[src/rtl/bank_mon_pkg.sv]
package bank_mon_pkg;

  typedef enum logic [2:0] {
    CMD_NOP   = 3'd0,
    CMD_ACT   = 3'd1,
    CMD_RD    = 3'd2,
    CMD_WR    = 3'd3,
    CMD_PRE   = 3'd4,
    CMD_OTHER = 3'd5
  } cmd_e;

  typedef enum logic [2:0] {
    VIO_NONE       = 3'd0,
    VIO_COL_CLOSED = 3'd1,
    VIO_RCD        = 3'd2,
    VIO_RAS        = 3'd3,
    VIO_ACT_OPEN   = 3'd4,
    VIO_RP         = 3'd5,
    VIO_RC         = 3'd6,
    VIO_RRD        = 3'd7
  } vio_e;

  localparam int unsigned AL_MAX = 4;

endpackage

[src/rtl/cmd_decode.sv]
module cmd_decode
  import bank_mon_pkg::*;
(
  input  logic cs_n,
  input  logic ras_n,
  input  logic cas_n,
  input  logic we_n,
  output cmd_e cmd
);

  always_comb begin
    if (cs_n) begin
      cmd = CMD_NOP;
    end else begin
      case ({ras_n, cas_n, we_n})
        3'b011:  cmd = CMD_ACT;
        3'b101:  cmd = CMD_RD;
        3'b100:  cmd = CMD_WR;
        3'b010:  cmd = CMD_PRE;
        3'b111:  cmd = CMD_NOP;
        default: cmd = CMD_OTHER;
      endcase
    end
  end

endmodule

[src/rtl/bank_tracker.sv]
module bank_tracker
  import bank_mon_pkg::*;
#(
  parameter int unsigned NBANK = 8,
  parameter int unsigned CW    = 6,
  localparam int unsigned BW   = $clog2(NBANK)
) (
  input  logic                       clk,
  input  logic                       rst_n,
  input  cmd_e                       cmd,
  input  logic [BW-1:0]              bank,
  output logic [NBANK-1:0]           open_vec,
  output logic [NBANK-1:0][CW-1:0]   act_age,
  output logic [NBANK-1:0][CW-1:0]   pre_age
);

  localparam logic [CW-1:0] AGE_SAT = {CW{1'b1}};
  localparam logic [CW-1:0] AGE_ONE = CW'(1);

  for (genvar b = 0; b < NBANK; b++) begin : g_bank
    logic          hit;
    logic          open_q, open_d, open_en;
    logic [CW-1:0] act_q, act_d, pre_q, pre_d;
    logic          act_en, pre_en;

    assign hit = (bank == BW'(b));

    always_comb begin
      open_en = 1'b0;
      open_d  = open_q;
      if (hit && cmd == CMD_ACT) begin
        open_en = 1'b1;
        open_d  = 1'b1;
      end else if (hit && cmd == CMD_PRE) begin
        open_en = 1'b1;
        open_d  = 1'b0;
      end

      if (hit && cmd == CMD_ACT) begin
        act_en = 1'b1;
        act_d  = AGE_ONE;
      end else begin
        act_en = (act_q != AGE_SAT);
        act_d  = act_q + AGE_ONE;
      end

      if (hit && cmd == CMD_PRE && open_q) begin
        pre_en = 1'b1;
        pre_d  = AGE_ONE;
      end else begin
        pre_en = (pre_q != AGE_SAT);
        pre_d  = pre_q + AGE_ONE;
      end
    end

    always_ff @(posedge clk or negedge rst_n) begin
      if (!rst_n) begin
        open_q <= 1'b0;
        act_q  <= AGE_SAT;
        pre_q  <= AGE_SAT;
      end else begin
        if (open_en) open_q <= open_d;
        if (act_en)  act_q  <= act_d;
        if (pre_en)  pre_q  <= pre_d;
      end
    end

    assign open_vec[b] = open_q;
    assign act_age[b]  = act_q;
    assign pre_age[b]  = pre_q;
  end

endmodule

[src/rtl/act_spacing.sv]
module act_spacing
  import bank_mon_pkg::*;
#(
  parameter int unsigned BW = 3,
  parameter int unsigned CW = 6
) (
  input  logic          clk,
  input  logic          rst_n,
  input  cmd_e          cmd,
  input  logic [BW-1:0] bank,
  output logic [CW-1:0] gap,
  output logic [BW-1:0] last_bank
);

  localparam logic [CW-1:0] GAP_SAT = {CW{1'b1}};

  logic [CW-1:0] gap_q, gap_d;
  logic          gap_en;
  logic [BW-1:0] last_q, last_d;
  logic          last_en;

  always_comb begin
    last_en = (cmd == CMD_ACT);
    last_d  = bank;
    if (cmd == CMD_ACT) begin
      gap_en = 1'b1;
      gap_d  = CW'(1);
    end else begin
      gap_en = (gap_q != GAP_SAT);
      gap_d  = gap_q + CW'(1);
    end
  end

  always_ff @(posedge clk or negedge rst_n) begin
    if (!rst_n) begin
      gap_q  <= GAP_SAT;
      last_q <= '0;
    end else begin
      if (gap_en)  gap_q  <= gap_d;
      if (last_en) last_q <= last_d;
    end
  end

  assign gap       = gap_q;
  assign last_bank = last_q;

endmodule

[src/rtl/rule_check.sv]
module rule_check
  import bank_mon_pkg::*;
#(
  parameter int unsigned TW  = 5,
  parameter int unsigned ALW = 3,
  localparam int unsigned CW = TW + 1,
  localparam int unsigned SW = CW + 1
) (
  input  cmd_e           cmd,
  input  logic           bank_open,
  input  logic [CW-1:0]  act_age,
  input  logic [CW-1:0]  pre_age,
  input  logic [CW-1:0]  gap,
  input  logic           same_as_last,
  input  logic [TW-1:0]  cfg_trcd,
  input  logic [TW-1:0]  cfg_tras,
  input  logic [TW-1:0]  cfg_trp,
  input  logic [TW-1:0]  cfg_trrd,
  input  logic [ALW-1:0] cfg_al,
  output vio_e           vio
);

  localparam logic [ALW-1:0] AL_LIM = ALW'(AL_MAX);

  logic [ALW-1:0] eff_al;
  logic [SW-1:0]  ready_at;
  logic [CW-1:0]  trc;

  assign eff_al   = (cfg_al > AL_LIM) ? '0 : cfg_al;
  assign ready_at = SW'(act_age) + SW'(eff_al);
  assign trc      = CW'(cfg_tras) + CW'(cfg_trp);

  always_comb begin
    vio = VIO_NONE;
    case (cmd)
      CMD_RD, CMD_WR: begin
        if (!bank_open)                   vio = VIO_COL_CLOSED;
        else if (ready_at < SW'(cfg_trcd)) vio = VIO_RCD;
      end
      CMD_PRE: begin
        if (bank_open && act_age < CW'(cfg_tras)) vio = VIO_RAS;
      end
      CMD_ACT: begin
        if (bank_open)                             vio = VIO_ACT_OPEN;
        else if (pre_age < CW'(cfg_trp))           vio = VIO_RP;
        else if (act_age < trc)                    vio = VIO_RC;
        else if (!same_as_last && gap < CW'(cfg_trrd)) vio = VIO_RRD;
      end
      default: vio = VIO_NONE;
    endcase
  end

endmodule

[src/rtl/bank_timing_monitor.sv]
module bank_timing_monitor
  import bank_mon_pkg::*;
#(
  parameter int unsigned NBANK = 8,
  parameter int unsigned TW    = 5,
  parameter int unsigned ALW   = 3,
  localparam int unsigned BW   = $clog2(NBANK),
  localparam int unsigned CW   = TW + 1
) (
  input  logic           clk,
  input  logic           rst_n,
  input  logic           cs_n,
  input  logic           ras_n,
  input  logic           cas_n,
  input  logic           we_n,
  input  logic [BW-1:0]  bank_addr,
  input  logic [TW-1:0]  cfg_trcd,
  input  logic [TW-1:0]  cfg_tras,
  input  logic [TW-1:0]  cfg_trp,
  input  logic [TW-1:0]  cfg_trrd,
  input  logic [ALW-1:0] cfg_al,
  output logic           err_valid,
  output logic [2:0]     err_code,
  output logic [BW-1:0]  err_bank,
  output logic           cfg_err
);

  localparam logic [ALW-1:0] AL_LIM = ALW'(AL_MAX);

  cmd_e                     cmd;
  logic [NBANK-1:0]         open_vec;
  logic [NBANK-1:0][CW-1:0] act_age;
  logic [NBANK-1:0][CW-1:0] pre_age;
  logic [CW-1:0]            gap;
  logic [BW-1:0]            last_bank;
  vio_e                     vio;

  cmd_decode u_dec (
    .cs_n  (cs_n),
    .ras_n (ras_n),
    .cas_n (cas_n),
    .we_n  (we_n),
    .cmd   (cmd)
  );

  bank_tracker #(.NBANK(NBANK), .CW(CW)) u_banks (
    .clk      (clk),
    .rst_n    (rst_n),
    .cmd      (cmd),
    .bank     (bank_addr),
    .open_vec (open_vec),
    .act_age  (act_age),
    .pre_age  (pre_age)
  );

  act_spacing #(.BW(BW), .CW(CW)) u_gap (
    .clk       (clk),
    .rst_n     (rst_n),
    .cmd       (cmd),
    .bank      (bank_addr),
    .gap       (gap),
    .last_bank (last_bank)
  );

  rule_check #(.TW(TW), .ALW(ALW)) u_rule (
    .cmd          (cmd),
    .bank_open    (open_vec[bank_addr]),
    .act_age      (act_age[bank_addr]),
    .pre_age      (pre_age[bank_addr]),
    .gap          (gap),
    .same_as_last (last_bank == bank_addr),
    .cfg_trcd     (cfg_trcd),
    .cfg_tras     (cfg_tras),
    .cfg_trp      (cfg_trp),
    .cfg_trrd     (cfg_trrd),
    .cfg_al       (cfg_al),
    .vio          (vio)
  );

  logic          err_valid_d, err_valid_q;
  logic [2:0]    err_code_d, err_code_q;
  logic [BW-1:0] err_bank_d, err_bank_q;
  logic          cfg_err_d, cfg_err_q;

  always_comb begin
    err_valid_d = (vio != VIO_NONE);
    err_code_d  = vio;
    err_bank_d  = err_valid_d ? bank_addr : '0;
    cfg_err_d   = (cfg_al > AL_LIM);
  end

  always_ff @(posedge clk or negedge rst_n) begin
    if (!rst_n) begin
      err_valid_q <= 1'b0;
      err_code_q  <= 3'd0;
      err_bank_q  <= '0;
      cfg_err_q   <= 1'b0;
    end else begin
      err_valid_q <= err_valid_d;
      err_code_q  <= err_code_d;
      err_bank_q  <= err_bank_d;
      cfg_err_q   <= cfg_err_d;
    end
  end

  assign err_valid = err_valid_q;
  assign err_code  = err_code_q;
  assign err_bank  = err_bank_q;
  assign cfg_err   = cfg_err_q;

endmodule

[config.mk]
export PLATFORM = sky130hd
export DESIGN_NAME = bank_timing_monitor
export DESIGN_NICKNAME = d
export VERILOG_FILES = /design/src/rtl/bank_mon_pkg.sv /design/src/rtl/cmd_decode.sv /design/src/rtl/bank_tracker.sv /design/src/rtl/act_spacing.sv /design/src/rtl/rule_check.sv /design/src/rtl/bank_timing_monitor.sv
export SDC_FILE = /design/constraint.sdc
export NUM_CORES = 1
export LEC_CHECK = 0
export BUFFER_PORTS_ARGS = -buffer_cell sky130_fd_sc_hd__buf_2
export CAP_MARGIN = 20
export CORE_MARGIN = 1
export CORE_UTILIZATION = 49
export DETAILED_ROUTE_END_ITERATION = 10
export PLACE_DENSITY = 0.74
export RECOVER_POWER = 25
export SYNTH_ARGS = -nofsm -noshare
export SYNTH_HDL_FRONTEND = slang
export SYNTH_SLANG_ARGS = --single-unit
[constraint.sdc]
create_clock -name clk -period 3.7 [get_ports clk]
set_input_delay 0.185 -clock clk [delete_from_list [all_inputs] [get_ports clk]]
set_output_delay 0.185 -clock clk [all_outputs]
set_load 0.005 [all_outputs]
==> results.toml, run 1 <==
[outcome]
status = "finished, violations left"
violations = "design-rule violations, max-capacitance violations, max-slew violations"

[timing]
worst_pin_slew_ps = 2820
min_period_over_period = 0.893
fmax_mhz = 303
fin_ws_ps = 398
setup_viol = 0
fin_tns_setup_ps = 0
timing.final.crit_period_ps = 3300
rsz0062_at_grt = "no"
drv_slew = 54
skew_ps = 7.67
timing.hold.ws_ps = 160
finalHoldViolations = 0
maxSlewHeadroom = -0.881

[critical_path]
reg2reg_slack_ps = 400
reg2reg_from = "u_banks.g_bank[1].act_q[0]$_DFFE_PN1P_"
critPathMaxStageDelay_ps = 500
worstPathCellList = "mux4_1, mux2_4, ha_1, fa_1, ha_1, a21o_1, a211o_1, o211ai_1, o2111ai_1, a31oi_1"
critPathCaptureType = "flip-flop"
critPathMaxFanout = 5
crit_arrival_ps = 3630
startpoint = "u_banks.g_bank[1].act_q[0]$_DFFE_PN1P_"
criticalPathCategory = "flip-flop to flip-flop"
start_kind = "flip-flop"
endpoint = "err_bank[0]$_DFF_PN0_"
slowest_stage = "mux4_1"
timing.rr.end = "err_bank[0]$_DFF_PN0_"
cp.required_ps = 4030
path_common_cell = "ha_1"
reg2regPathDepth = 10

[pwr]
p_sw_frac = 0.352
p_switching_mw = 2.59
p_clk_frac = 0.239
leakage_nw = 3.83
power_frac_comb = 0.340
seq_power_share = 0.420
cellPowerDensity_nw_per_um2 = 866
ir_drop_uv = 353
power.internal_mw = 4.79

[cells_and_area]
utilization = 0.577
num-nets-final = 900
n_antenna_cell = 0
syn_to_final_growth_pct = 13.7
drive_gt1_frac = 0.245

[global_route]
first_global_vias = 5786
grt.total_usage = 0.234
use_met1 = 0.313
grt_pass1_wl_um = 28700
grt_max_degree = 54
gr-total-overflow = 0
grt.met3_usage = 0.0442
grt_util_met2 = 0.372
antenna_found_initial = 0
busiest_layer = "met2"

[logic_synthesis]
ys_ff_latch = 121
postSynthAreaPerCell_um2 = 9.64
synth-seq-area-share = 0.421
netlist.area_leader.share = 0.358
synth_warnings = 0
synth_area_leaders = "dfstp_2 (36%), ha_1 (7.7%), dfrtp_1 (6.3%)"
synth-edff-count = 0
synth_cell_types = 59
synth_nets = 857
netlist_area_um2 = 7490
synth_largest_area_cell = "dfstp_2"
ys_async_sr_fraction = 1.00
postSynthCellCount = 777
ys.flop_type = "dfstp_2"

[route]
ant_nets = 0
drcViolationCount = 8
drt_iter0_drc = 498
post_drt_via_cell_ratio = 5.85
drt_first_pass_iters = 8
avgRoutedWirePerCell_um = 16.9
via_count = 5953
totalWireLength_um = 17200

[clock_tree]
cts-root-buf = "clkbuf_16"
clockBufferDepth = 2
cts_num_sinks = 121
clk_pin_slew_ps = 50
clk_latency_ps = 420
numCtsBuffers = 17
cts_tree = "built"
htreeDepth = 4
cts_setup_buffers = 0

[place]
place_hpwl_um = 12600
io_buffers = 39
gp_congestion = 0.902
post-place-ws_ps = 362

[floorplanning]
die_height_um = 126
io_pins = 40
coreArea_um2 = 14800
fp.dieArea_um2 = 15800
initial_utilization = 0.508
die_width_um = 126
rows = 44

[job]
drv_cap = 1

[hold_path]
min_path_type = "input port to flip-flop"
-- Yosys cell counts (all sizes together) (18+ instances only) --
master	count
dfstp	102
nand3	65
nand2	58
o21ai	45
and3	42
nor3	28
dfrtp	19
a31oi	21
mux4	18
mux2i	20
ha	46
inv	27
nand2b	18
xnor2	24
nor2	108
-- state kept, by name (all words and copies together), names as in the netlist --
name and count:
err_code 3, u_banks.g_bank.pre_q 48, cfg_err 1, err_bank 3, u_banks.g_bank.act_q 48, u_gap.gap 6
u_gap.last_bank 3, u_banks.g_bank.open_q 8, err_valid 1
-- worst min path at each step --
stage,startpoint,end,slack (ps),cells after the start
floorplan,rst_n,cfg_err$_DFF_PN0_,-110,0
detailed placement,rst_n,u_banks.g_bank[2].open_q$_DFFE_PN0P_,270,1
CTS,cs_n,u_gap.gap[1]$_DFFE_PN1P_,160,3
finish,cs_n,u_gap.gap[1]$_DFFE_PN1P_,160,3
global placement,rst_n,u_banks.g_bank[4].open_q$_DFFE_PN0P_,270,1
global route,cs_n,u_gap.gap[1]$_DFFE_PN1P_,170,3
-- area by class of cell --
type,count,area (µm²)
fillers,1195,6240
multi-input cells,603,4120
flip-flops and latches,121,3160
clock buffers,25,495
repair buffers,50,278
well taps,184,230
clock inverters,7,138
inverters,27,101
-- cell usage in the layout, fill, tap and decap left out, types with 3 or more instances in the layout --
cell type	Yosys	routed
nor2_1	108	108
dfstp_2	102	102
nand3_1	65	65
nand2_1	58	58
ha_1	46	46
o21ai_0	44	44
and3_1	42	42
buf_2	6	33
nor3_1	27	27
inv_1	26	26
xnor2_1	24	24
a31oi_1	21	21
mux2i_1	20	20
dfrtp_1	19	19
nand2b_1	18	18
mux4_2	17	17
clkbuf_16	0	17
a21oi_1	16	16
a211oi_1	14	14
a21o_1	13	13
clkbuf_1	17	10
mux2_2	8	8
buf_4	1	8
xor2_1	6	6
o22ai_1	6	6
and2_1	4	4
bufinv_16	0	4
clkbuf_8	0	4
mux2_1	3	3
nor2b_1	3	3
nor3b_1	3	3
dlygate4sd3_1	0	3
-- stage by stage --
step,cells,power (mW),cell area (µm²)
after floorplan,777,4.85,7490
after global placement,982,5.47,7870
after detailed placement,982,5.57,7870
after CTS,1017,7.40,8530
after global routing,1017,7.93,8520
final,1017,7.38,8520
-- cell families after synthesis --
group / synth area share
fa+ha+maj: 0.0822
compound gates: 0.115
xor+xnor: 0.0351
flops: 0.421
simple gates: 0.218
mux: 0.0999
buf+inv: 0.0291
-- worst max-delay path, delay by kind of cell (launching register included) --
family | cells | cell delay, ps
multiplexers | 2 | 810
AO/OA/AOI/OAI | 5 | 1060
flip-flops | 1 | 380
adder cells (fa/ha/maj) | 3 | 970
-- power by group through the flow --
stage / clock, mW / sequential [mW] / combinational [mW]
after CTS: 1.79 / 3.08 / 2.53
after global placement: 0 / 3.07 / 2.40
final: 1.77 / 3.10 / 2.51
after floorplan: 0 / 2.82 / 2.04
after global routing: 1.84 / 3.21 / 2.88
after detailed placement: 0 / 3.08 / 2.49
-- what timing repair did --
action | in CTS | in global routing
endpoints found under the hold margin | 9 | 0
resized for setup | 0 | 0
hold buffers | 3 | 0
-- routing by layer --
metal / up-vias / wire (µm)
li1: 2891 / -
met1: 2878 / 8100
met2: 154 / 7920
met3: 30 / 827
met4: 0 / 375
met5: - / 0
Note: power is estimated with default switching activity, not from simulation.
==> run 2: changes to the inputs <==
==> constraint.sdc (replaced) <==
create_clock -name clk -period 3.7 [get_ports clk]
set_input_delay 0.925 -clock clk [delete_from_list [all_inputs] [get_ports clk]]
set_output_delay 0.925 -clock clk [all_outputs]
set_load 0.005 [all_outputs]
==> run 2 against run 1 <==
Compared with the run above: the flow still finishes with violations (design-rule violations, max-capacitance violations, max-slew violations); non-clock buffer count grew 15; hold slack improved by 340 ps; sequential power hardly changed; fmax fell by 5.6%; first-iteration DRC count rose by 13%; wire length down 2.5%; combinational power rose by 2%; global-route usage decreased by 0.74 points; register-to-register slack better by 120 ps; cell count grew 1.5%; critical path depth rose by 1; via count rose by 0.47%.
==> results.toml, run 2 (synthesis results as in run 1) <==
[timing]
finalHoldViolations = 0
fmax_mhz = 286
setup_viol = 0
min_period_over_period = 0.945
skew_ps = 11.4
drv_slew = 52
timing.final.crit_period_ps = 3500
maxSlewHeadroom = -0.813
worst_pin_slew_ps = 2720
fin_ws_ps = 203
rsz0062_at_grt = "no"
timing.hold.ws_ps = 501

[route]
totalWireLength_um = 16800
via_count = 5981
ant_nets = 0
avgRoutedWirePerCell_um = 16.3
drt_first_pass_iters = 8
drt_iter0_drc = 565
post_drt_via_cell_ratio = 5.80
drcViolationCount = 9

[place]
place_hpwl_um = 12500
io_buffers = 39
gp_congestion = 0.871
post-place-ws_ps = -188

[global_route]
antenna_found_initial = 0
busiest_layer = "met2"
grt.met3_usage = 0.0497
use_met1 = 0.312
first_global_vias = 5607
grt.total_usage = 0.226
grt_pass1_wl_um = 27800
grt_util_met2 = 0.352
grt_max_degree = 52
gr-total-overflow = 0

[clock_tree]
cts_setup_buffers = 0
clockBufferDepth = 2
hold_buffers = 0
cts_resized = 0
cts_tree = "built"
clk_latency_ps = 420
htreeDepth = 4
cts_num_sinks = 121
numCtsBuffers = 17
clk_pin_slew_ps = 60
cts-root-buf = "clkbuf_16"

[floorplanning]
die_width_um = 126
fp.dieArea_um2 = 15800
rows = 44
coreArea_um2 = 14800
io_pins = 40
initial_utilization = 0.508
die_height_um = 126

[pwr]
leakage_nw = 3.89
cellPowerDensity_nw_per_um2 = 833
ir_drop_uv = 349

[critical_path]
crit_arrival_ps = 3830
critPathCaptureType = "flip-flop"
criticalPathCategory = "input port to flip-flop"
cp.required_ps = 4040
critPathMaxFanout = 5
start_kind = "input port"

[cells_and_area]
n_antenna_cell = 0
drive_gt1_frac = 0.274
layout_common_cells = "nor2_1 (108), dfstp_2 (101), nand3_1 (65)"
utilization = 0.582
fill_cells = 1225
multi_input_area_um2 = 4130
seqCellArea_um2 = 3160
reg.largest.list = "u_banks.g_bank.act_q (48), u_banks.g_bank.pre_q (48), u_banks.g_bank.open_q (8)"
syn_to_final_growth_pct = 14.5
final_common_cell = "nor2_1"
num-nets-final = 915

[hold_path]
min_path_type = "flip-flop to flip-flop"

[job]
drv_cap = 1

[outcome]
status = "finished, violations left"
violations = "design-rule violations, max-capacitance violations, max-slew violations"
[run 2: layer usage]
layer | part of all wire | up-vias | wire length, µm
met5 | 0 | - | 0
met1 | 0.48 | 2872 | 8030
met2 | 0.45 | 161 | 7550
li1 | - | 2921 | -
met4 | 0.019 | 0 | 317
met3 | 0.053 | 27 | 891
[run 2: layout make-up]
type,instances,share of cell area
timing repair buffer,65,0.0478
clock buffer,20,0.0557
tap,184,0.0268
inverter,27,0.0118
clock inverter,12,0.00860
sequential,121,0.368
multi-input combinational,603,0.481
[run 2: metrics by stage]
step / setup TNS (ps) / power, mW / std cells / cell area (µm²)
floorplan: 0 / 4.87 / 777 / 7550
global placement: -459 / 5.49 / 1000 / 8040
detailed placement: -844 / 5.61 / 1000 / 8040
CTS: 0 / 7.17 / 1032 / 8590
global route: 0 / 7.68 / 1032 / 8580
finish: 0 / 7.15 / 1032 / 8580
[run 2: worst paths after layout]
kind | startpoint | to | slack (ps) | cells past startpoint
max | bank_addr[0] | err_bank[0]$_DFF_PN0_ | 200 | 11
min | u_gap.last_bank[0]$_DFFE_PN0N_ | u_gap.last_bank[0]$_DFFE_PN0N_ | 500 | 2
max reg2reg | u_banks.g_bank[1].act_q[0]$_DFFE_PN1P_ | err_bank[0]$_DFF_PN0_ | 520 | 10
min reg2reg | u_gap.last_bank[0]$_DFFE_PN0N_ | u_gap.last_bank[0]$_DFFE_PN0N_ | 500 | 2
max in group asynchronous | rst_n | u_gap.gap[2]$_DFFE_PN1P_ | 650 | 2
min in group asynchronous | rst_n | u_banks.g_bank[7].open_q$_DFFE_PN0P_ | 1390 | 1
[run 2: report_power, final]
part / switching [mW] / internal (mW)
logic: 1.27 / 1.28
registers: 0.731 / 2.35
clock network: 0.601 / 0.920
[run 2: worst max-delay path, cell delays in order]
cell and delay (ps):
buf_2 140, mux4_1 560, mux2_4 290, ha_2 200, fa_1 440, ha_1 290, a21o_1 160, a211o_1 290
o211ai_1 110, o2111ai_2 210, a31oi_1 220
